## config.mk

```make
export PLATFORM = sky130hd
export DESIGN_NAME = serial_crc_codec
export DESIGN_NICKNAME = d
export VERILOG_FILES = /design/src/rtl/crc_pkg.sv /design/src/rtl/serdiv_step.sv /design/src/rtl/serdiv_flush.sv /design/src/rtl/tail_strip.sv /design/src/rtl/serial_crc_codec.sv
export SDC_FILE = /design/constraint.sdc
export NUM_CORES = 1
export LEC_CHECK = 0
export ABC_AREA = 1
export BUFFER_PORTS_ARGS = -buffer_cell sky130_fd_sc_hd__buf_2
export CAP_MARGIN = 15
export CORE_AREA = 2 2 54 56
export CTS_CLUSTER_DIAMETER = 30
export DETAILED_ROUTE_END_ITERATION = 8
export DIE_AREA = 0 0 56 58
export GPL_TIMING_DRIVEN = 0
export HOLD_SLACK_MARGIN = 0.02
export PLACE_DENSITY = 0.71
export SETUP_SLACK_MARGIN = 0.2
export SYNTH_ARGS = -nofsm -noshare
export SYNTH_HDL_FRONTEND = slang
export SYNTH_HIERARCHICAL = 1
export SYNTH_SLANG_ARGS = --single-unit
```

## constraint.sdc

```tcl
create_clock -name clk -period 2.1 [get_ports clk]
set_clock_uncertainty 0.2 [all_clocks]
set_input_delay 0.21 -clock clk [delete_from_list [all_inputs] [get_ports clk]]
set_output_delay 0.21 -clock clk [all_outputs]
set_load 0.05 [all_outputs]
```

## src/rtl/crc_pkg.sv

```systemverilog
package crc_pkg;

    typedef enum logic [1:0] {
        PH_IDLE = 2'd0,
        PH_BODY = 2'd1,
        PH_EMIT = 2'd2
    } phase_e;

endpackage

```

## src/rtl/serdiv_step.sv

```systemverilog
// One division step: shift left, new bit enters at the bottom, and the
// generator taps are XORed in when the outgoing top bit is one.
module serdiv_step #(
    parameter int           DEG  = 3,
    parameter logic [DEG:0] POLY = 4'b1101
) (
    input  logic [DEG-1:0] rem_in,
    input  logic           bit_in,
    output logic [DEG-1:0] rem_out
);
    logic fb;
    assign fb = rem_in[DEG-1];

    for (genvar i = 0; i < DEG; i++) begin : g_tap
        logic shifted;
        if (i == 0) begin : g_lsb
            assign shifted = bit_in;
        end else begin : g_mid
            assign shifted = rem_in[i-1];
        end
        if (POLY[i]) begin : g_xor
            assign rem_out[i] = shifted ^ fb;
        end else begin : g_pass
            assign rem_out[i] = shifted;
        end
    end
endmodule

```

## src/rtl/serdiv_flush.sv

```systemverilog
// DEG zero-bit division steps chained in one cycle (the augmentation).
module serdiv_flush #(
    parameter int           DEG  = 3,
    parameter logic [DEG:0] POLY = 4'b1101
) (
    input  logic [DEG-1:0] rem_in,
    output logic [DEG-1:0] rem_out
);
    logic [DEG:0][DEG-1:0] chain;
    assign chain[0] = rem_in;

    for (genvar k = 0; k < DEG; k++) begin : g_zero
        serdiv_step #(.DEG(DEG), .POLY(POLY)) u_step (
            .rem_in (chain[k]),
            .bit_in (1'b0),
            .rem_out(chain[k+1])
        );
    end

    assign rem_out = chain[DEG];
endmodule

```

## src/rtl/tail_strip.sv

```systemverilog
// Receive-side delay line: holds the newest DEG bits so that the check
// bits at the end of a frame are never forwarded.
module tail_strip #(
    parameter int DEG = 3
) (
    input  logic clk,
    input  logic rst_n,
    input  logic push,
    input  logic bit_in,
    input  logic last,
    output logic out_bit,
    output logic out_valid
);
    localparam int FW = $clog2(DEG + 1);

    typedef struct packed {
        logic [DEG-1:0] line;
        logic [FW-1:0]  fill;
        logic           obit;
        logic           ovld;
    } strip_t;

    strip_t q, d;

    always_comb begin
        d      = q;
        d.ovld = 1'b0;
        if (push) begin
            d.ovld = (q.fill == FW'(DEG));
            d.obit = q.line[DEG-1];
            d.line = {q.line[DEG-2:0], bit_in};
            if (last) begin
                d.fill = '0;
            end else if (q.fill != FW'(DEG)) begin
                d.fill = q.fill + 1'b1;
            end
        end
    end

    always_ff @(posedge clk or negedge rst_n) begin
        if (!rst_n) begin
            q <= '0;
        end else begin
            q <= d;
        end
    end

    assign out_bit   = q.obit;
    assign out_valid = q.ovld;
endmodule

```

## src/rtl/serial_crc_codec.sv

```systemverilog
module serial_crc_codec
    import crc_pkg::*;
#(
    parameter int           DEG  = 3,
    parameter logic [DEG:0] POLY = 4'b1101
) (
    input  logic clk,
    input  logic rst_n,
    input  logic rx_mode,
    input  logic in_bit,
    input  logic in_valid,
    input  logic in_last,
    output logic in_ready,
    output logic out_bit,
    output logic out_valid,
    output logic done,
    output logic crc_ok
);
    localparam int CW = (DEG > 1) ? $clog2(DEG) : 1;

    typedef struct packed {
        phase_e         phase;
        logic           rx;
        logic [DEG-1:0] rem;
        logic [CW-1:0]  cnt;
        logic           obit;
        logic           ovld;
        logic           done;
        logic           ok;
    } codec_t;

    codec_t q, d;

    logic           accept;
    logic           rx_now;
    logic [DEG-1:0] base;
    logic [DEG-1:0] stepped;
    logic [DEG-1:0] flushed;
    logic           s_bit;
    logic           s_vld;

    assign in_ready = (q.phase != PH_EMIT);
    assign accept   = in_valid & in_ready;
    assign rx_now   = (q.phase == PH_IDLE) ? rx_mode : q.rx;
    assign base     = (q.phase == PH_IDLE) ? '0 : q.rem;

    serdiv_step #(.DEG(DEG), .POLY(POLY)) u_step (
        .rem_in (base),
        .bit_in (in_bit),
        .rem_out(stepped)
    );

    serdiv_flush #(.DEG(DEG), .POLY(POLY)) u_flush (
        .rem_in (stepped),
        .rem_out(flushed)
    );

    tail_strip #(.DEG(DEG)) u_strip (
        .clk      (clk),
        .rst_n    (rst_n),
        .push     (accept & rx_now),
        .bit_in   (in_bit),
        .last     (in_last),
        .out_bit  (s_bit),
        .out_valid(s_vld)
    );

    always_comb begin
        d      = q;
        d.ovld = 1'b0;
        d.done = 1'b0;
        d.ok   = 1'b0;
        if (q.phase == PH_EMIT) begin
            d.obit = q.rem[DEG-1];
            d.ovld = 1'b1;
            d.rem  = {q.rem[DEG-2:0], 1'b0};
            if (q.cnt == CW'(DEG - 1)) begin
                d.phase = PH_IDLE;
                d.cnt   = '0;
                d.done  = 1'b1;
            end else begin
                d.cnt = q.cnt + 1'b1;
            end
        end else if (accept) begin
            d.rx = rx_now;
            if (rx_now) begin
                if (in_last) begin
                    d.phase = PH_IDLE;
                    d.rem   = '0;
                    d.done  = 1'b1;
                    d.ok    = (stepped == '0);
                end else begin
                    d.phase = PH_BODY;
                    d.rem   = stepped;
                end
            end else begin
                d.obit = in_bit;
                d.ovld = 1'b1;
                if (in_last) begin
                    d.phase = PH_EMIT;
                    d.rem   = flushed;
                    d.cnt   = '0;
                end else begin
                    d.phase = PH_BODY;
                    d.rem   = stepped;
                end
            end
        end
    end

    always_ff @(posedge clk or negedge rst_n) begin
        if (!rst_n) begin
            q <= '0;
        end else begin
            q <= d;
        end
    end

    assign out_valid = q.ovld | s_vld;
    assign out_bit   = s_vld ? s_bit : q.obit;
    assign done      = q.done;
    assign crc_ok    = q.ok;
endmodule

```

Word level (Yosys, flattened, before mapping)
Cells that the tools add are included. Widths: inputs -> output; s select.

Register bits after elaboration: 19. Input bits: 6. Output and inout port bits: 5. Logic and storage cells: 63.

Add/subtract/negate cells: 2. Equal/unequal tests: 7. Mux-type cells: 23. Bitwise gates (word level): 9. Reduce and logical (&&, ||, !) cells: 10.

Operators with widths (count): $mux 2 (10); $mux 12 (1); $mux 3 (4); $mux 8 (1); $reduce_and 2->1 (4); $eq 2x2->1 const B (3); $mux 1 (6); $reduce_bool 2->1 (3); $xor 1x1->1 (5); $add 2x1->2 const B (2); $mux 4 (1); $ne 2x1->1 const B (2); $ne 2x2->1 const B (2); $logic_not 3->1 (1); $reduce_and 3->1 (1); $and 1x1->1 (2); $logic_not 2->1 (1); $not 1->1 (1); $or 1x1->1 (1).

Depth between registers and ports, before layout
Depth after elaboration: 10. Gate-level depth with buffers: 16. Depth with buffers taken out: 16.

Modules after synthesis
The synthesis kept the hierarchy.

By module, submodules not included: serial_crc_codec (times used 1, cells an instance 88, area each 665.6 µm², sequential area each 300.3 µm²); tail_strip (times used 1, cells an instance 32, area each 297.8 µm², sequential area each 175.2 µm²); serdiv_step (times used 4, cells an instance 10, area each 41.3 µm², sequential area each 0.0 µm²); serdiv_flush (times used 1, cells an instance 1, area each 3.8 µm², sequential area each 0.0 µm²).

Worst setup path before layout
Ideal clock, no wire load.

Path kind: reg2reg. From: reg, netlist name q[11]. To: reg, netlist name q[8]. Setup time: 0.118 ns. Arrival time: 1.533 ns. Data required time: 1.782 ns. Path slack: 0.249 ns. Cell stages (with the launch flop): 17. Path buffers: 0. Period minus slack after synthesis: 1.851 ns. Path through: dfrtp_1 nor2_2 nor2_1 inv_1 nand2_1 nand2_1 inv_1 nand2_1 nand2_1 inv_1 nand2_1 nand2_1 inv_1 nand2_1 nand2_1 nand4_1 nand2_1.

==> impl_metrics.prom <==
# TYPE chip_impl_metric gauge
chip_impl_metric{name="leakage",unit="nW"} 0.7694
chip_impl_metric{name="sequentialPowerShare",unit="%"} 32.9
chip_impl_metric{name="worstSetupPathDepth",unit=""} 14
chip_impl_metric{name="synth_cell_types",unit=""} 23
chip_impl_info{name="worst_path_cell_trace",value="nor2_4, nor2_4, inv_2, nand2_2, nand2_4, inv_2, nand2_2, nand2_2, buf_4, nand2_2, nand2_1, buf_4, nand4_1, nand2_1"} 1
chip_impl_metric{name="grt_util_all_layers",unit="%"} 15.28
chip_impl_metric{name="layout-drive-gt1-share",unit="%"} 32.81
chip_impl_metric{name="overflow",unit=""} 0
chip_impl_metric{name="reg2regPathDepth",unit=""} 14
chip_impl_info{name="worst_r2r_endpoint",value="q[7]"} 1
chip_impl_metric{name="std_cell_rows",unit=""} 19
chip_impl_metric{name="clk_pin_slew_worst_paths",unit="ns"} 0.12
chip_impl_metric{name="netlist_area",unit="µm²"} 1132
chip_impl_metric{name="syn-mean-instance-area",unit="µm²"} 7.033
chip_impl_metric{name="placement.io_buffers",unit=""} 10
chip_impl_info{name="worst_path_most_repeated_cell",value="sky130_fd_sc_hd__nand2_2"} 1
chip_impl_metric{name="final_nets",unit=""} 200
chip_impl_metric{name="max_cap_viol_count",unit=""} 0
chip_impl_metric{name="via_count",unit=""} 1052
chip_impl_metric{name="final_cell_count_no_fill",unit=""} 223
chip_impl_metric{name="drc",unit=""} 0
chip_impl_metric{name="synth-seq-area-share",unit="%"} 41.99
chip_impl_metric{name="timing_hold_violations_final",unit=""} 0
chip_impl_info{name="cts_root_buffer",value="sky130_fd_sc_hd__clkbuf_4"} 1
chip_impl_metric{name="die_h",unit="µm"} 58
chip_impl_info{name="timing.critical_path.to_type",value="register"} 1
chip_impl_metric{name="grt_pass1_wl",unit="µm"} 3988
chip_impl_metric{name="cts_inserted_buffers",unit=""} 3
chip_impl_metric{name="maximum_level_of_the_cts_h_tree",unit=""} 1
chip_impl_metric{name="worst-endpoint-required",unit="ns"} 2.11
chip_impl_metric{name="floorplan.initialDensity",unit="%"} 42.53
chip_impl_info{name="result_of_the_run",value="finished clean"} 1
chip_impl_metric{name="routed_wl",unit="µm"} 2388
chip_impl_info{name="hold_path_class",value="in2reg"} 1
chip_impl_metric{name="postRouteAntennaNets",unit=""} 0
chip_impl_metric{name="clockBufferDepth",unit=""} 2
chip_impl_info{name="critical_path.reg2reg.startpoint",value="q[11]"} 1
chip_impl_info{name="setup.worst_path.start",value="q[11]"} 1
chip_impl_metric{name="diodes",unit=""} 0
chip_impl_metric{name="synth.ff_latch_count",unit=""} 19
chip_impl_info{name="timing.setup.critical_path_class",value="reg2reg"} 1
chip_impl_metric{name="placed_area",unit="µm²"} 1240
chip_impl_metric{name="drt_first_iter_violations",unit=""} 36
chip_impl_metric{name="vias_per_cell",unit=""} 4.717
chip_impl_metric{name="ioPinCount",unit=""} 11
chip_impl_metric{name="syn_to_layout_area_delta",unit="%"} 25.86
chip_impl_metric{name="cp_data_arrival_time",unit="ns"} 1.88
chip_impl_metric{name="hold_depth",unit=""} 4
chip_impl_metric{name="tritoncts_num_sinks",unit=""} 19
chip_impl_metric{name="netlist_instances",unit=""} 161
chip_impl_metric{name="final_period_minus_worst_setup_slack",unit="ns"} 1.873
chip_impl_metric{name="routedWlPerCell",unit="µm"} 10.71
chip_impl_metric{name="power.switching_fraction",unit="%"} 45.07
chip_impl_metric{name="coreArea",unit="µm²"} 2663
chip_impl_info{name="most_common_cell_after_layout_fill_and_taps_aside",value="sky130_fd_sc_hd__nand2_1"} 1
chip_impl_info{name="crit_family",value="simple AND/OR/NAND/NOR gates"} 1
chip_impl_metric{name="r2r_setup_slack",unit="ns"} 0.23
chip_impl_metric{name="cellInternalPower",unit="W"} 0.0009785
chip_impl_metric{name="design.die.area",unit="µm²"} 3248
chip_impl_info{name="timing.critical_path.to",value="q[7]"} 1
chip_impl_metric{name="drv_slew",unit=""} 0
chip_impl_metric{name="layout_worst_path_cycle_share",unit="%"} 89.18
chip_impl_metric{name="pwr-share-clk",unit="%"} 10.4
chip_impl_metric{name="gp_routability_congestion",unit=""} 0.7771
chip_impl_metric{name="switchingPower",unit="W"} 0.0008029
chip_impl_info{name="crit_path_top_delay_cell",value="sky130_fd_sc_hd__dfrtp_2"} 1
chip_impl_metric{name="fmax",unit="MHz"} 534.0
chip_impl_metric{name="post-place-cells",unit=""} 207
chip_impl_metric{name="insertion_delay",unit="ns"} 0.30
chip_impl_metric{name="grt_start_max_net_pins",unit=""} 20
chip_impl_info{name="rsz0062_at_grt",value="true"} 1
chip_impl_metric{name="hold-worst-slack",unit="ns"} 0.1096
chip_impl_metric{name="yosysWarningCount",unit=""} 6
chip_impl_metric{name="timing.final.setup_violations",unit=""} 0
chip_impl_metric{name="worst-path-buf-inv",unit=""} 4
chip_impl_metric{name="detail_route.first_pass.iterations",unit=""} 4
chip_impl_metric{name="share_comb_of_total_power",unit="%"} 56.8
chip_impl_metric{name="half_perimeter_wire_length_after_placement",unit="µm"} 1692
chip_impl_info{name="most-common-layout-cells",value="sky130_fd_sc_hd__nand2_1, sky130_fd_sc_hd__inv_1, sky130_fd_sc_hd__dfrtp_1"} 1
chip_impl_info{name="clock_tree_from_tritoncts",value="built"} 1
chip_impl_metric{name="grt_antenna_before_repair",unit=""} 0
chip_impl_info{name="start_kind",value="register"} 1
chip_impl_metric{name="first_global_vias",unit=""} 987
chip_impl_metric{name="crit_path_max_fanout",unit=""} 4
chip_impl_metric{name="die_width",unit="µm"} 56
chip_impl_metric{name="cpPeakStageDelay",unit="ns"} 0.45
chip_impl_metric{name="design_area",unit="µm²"} 1425
chip_impl_metric{name="vdd_drop_max",unit="µV"} 643.5
chip_impl_metric{name="p_per_area",unit="nW/µm²"} 1250
==> tightest hold or removal path: stages <==
cell and delay (ns):
sky130_fd_sc_hd__buf_2 0.09, sky130_fd_sc_hd__nand2_1 0.09, sky130_fd_sc_hd__nand3_1 0.13, sky130_fd_sc_hd__nand2_1 0.06
==> stage by stage <==
stage / utilization, % / power [W] / setup TNS, ns / worst slack [ns]
floorplan: - / 0.001217 / 0 / 0.2486
global placement: 46.57 / 0.001344 / 0 / 0.07416
detailed placement: 46.57 / 0.001383 / -0.003559 / -0.003559
CTS: 50.89 / 0.001639 / 0 / 0.2020
global route: 53.52 / 0.001936 / 0 / 0.1086
finish: 53.52 / 0.001781 / 0 / 0.2272
==> cell families after synthesis <==
kind of cell             Yosys count  share of synthesized area, %
AND/OR/NAND/NOR                   88                         33.81
buffers and inverters             38                         15.25
flip-flops                        19                         41.99
AO/OA/AOI/OAI                     13                         6.519
multiplexers                       1                        0.9944
adder cells (fa/ha/maj)            1                         1.105
other                              1                        0.3312
==> what timing repair did <==
item / in CTS / in global routing
resized for setup: 4 / 21
pin swaps: 2 / 15
hold buffers: 4 / 0
setup buffers: 5 / 3
endpoints found under the setup margin: 3 / 3
hold endpoints to repair: 22 / 0
==> synthesized netlist by cell type (all sizes together) <==
cell type,number,area (µm²)
a21oi,2,13.76
buf,6,52.55
conb,1,3.750
dfrtp,19,475.5
ha,1,12.51
inv,32,120.1
mux2,1,11.26
nand2,51,201.4
nand3,15,80.08
nand4,4,25.02
nor2,16,65.06
nor3,1,5.000
o21ai,10,53.80
o22ai,1,6.260
or2,1,6.260
==> worst min path at each step <==
stage                  from  slack [ns]         endpoint
floorplan             rst_n       -0.29           crc_ok
global placement      rst_n       -0.04  u_strip/out_bit
detailed placement    rst_n       -0.04     u_strip/q[6]
CTS                 rx_mode        0.10             q[2]
global route        rx_mode        0.12             q[2]
finish              rx_mode        0.11             q[2]
==> sequential cells by signal, summed over array words and instances (netlist names) <==
name	flops
u_strip/q	5
u_strip/out_valid	1
done	1
q	10
crc_ok	1
u_strip/out_bit	1
==> routing by layer <==
metal	track usage [%]	wire [µm]	up-vias	share of wire, %
met5	0	0	-	0
met4	6.122	34	0	1.4
met3	1.339	56	4	2.3
met2	27.39	1220	22	51
met1	19.07	1076	484	45
li1	-	-	542	-
==> power groups by stage <==
stage               Combinational (W)  Clock [W]  Sequential (W)
floorplan                    0.000620          0        0.000597
global placement             0.000755          0        0.000589
detailed placement           0.000784          0        0.000599
CTS                          0.000868   0.000187        0.000583
global route                  0.00113   0.000203        0.000605
finish                        0.00101   0.000185        0.000585
==> layout make-up <==
type | instances | area (µm²)
flip-flops and latches | 19 | 478.0
clock buffers | 3 | 22.52
clock inverters | 1 | 5.005
fillers | 266 | 1237
inverters | 32 | 120.1
multi-input cells | 109 | 550.5
plain buffers | 6 | 56.30
well taps | 31 | 38.79
repair buffers | 22 | 153.9
No activity file was read; power rests on OpenSTA's default activity.
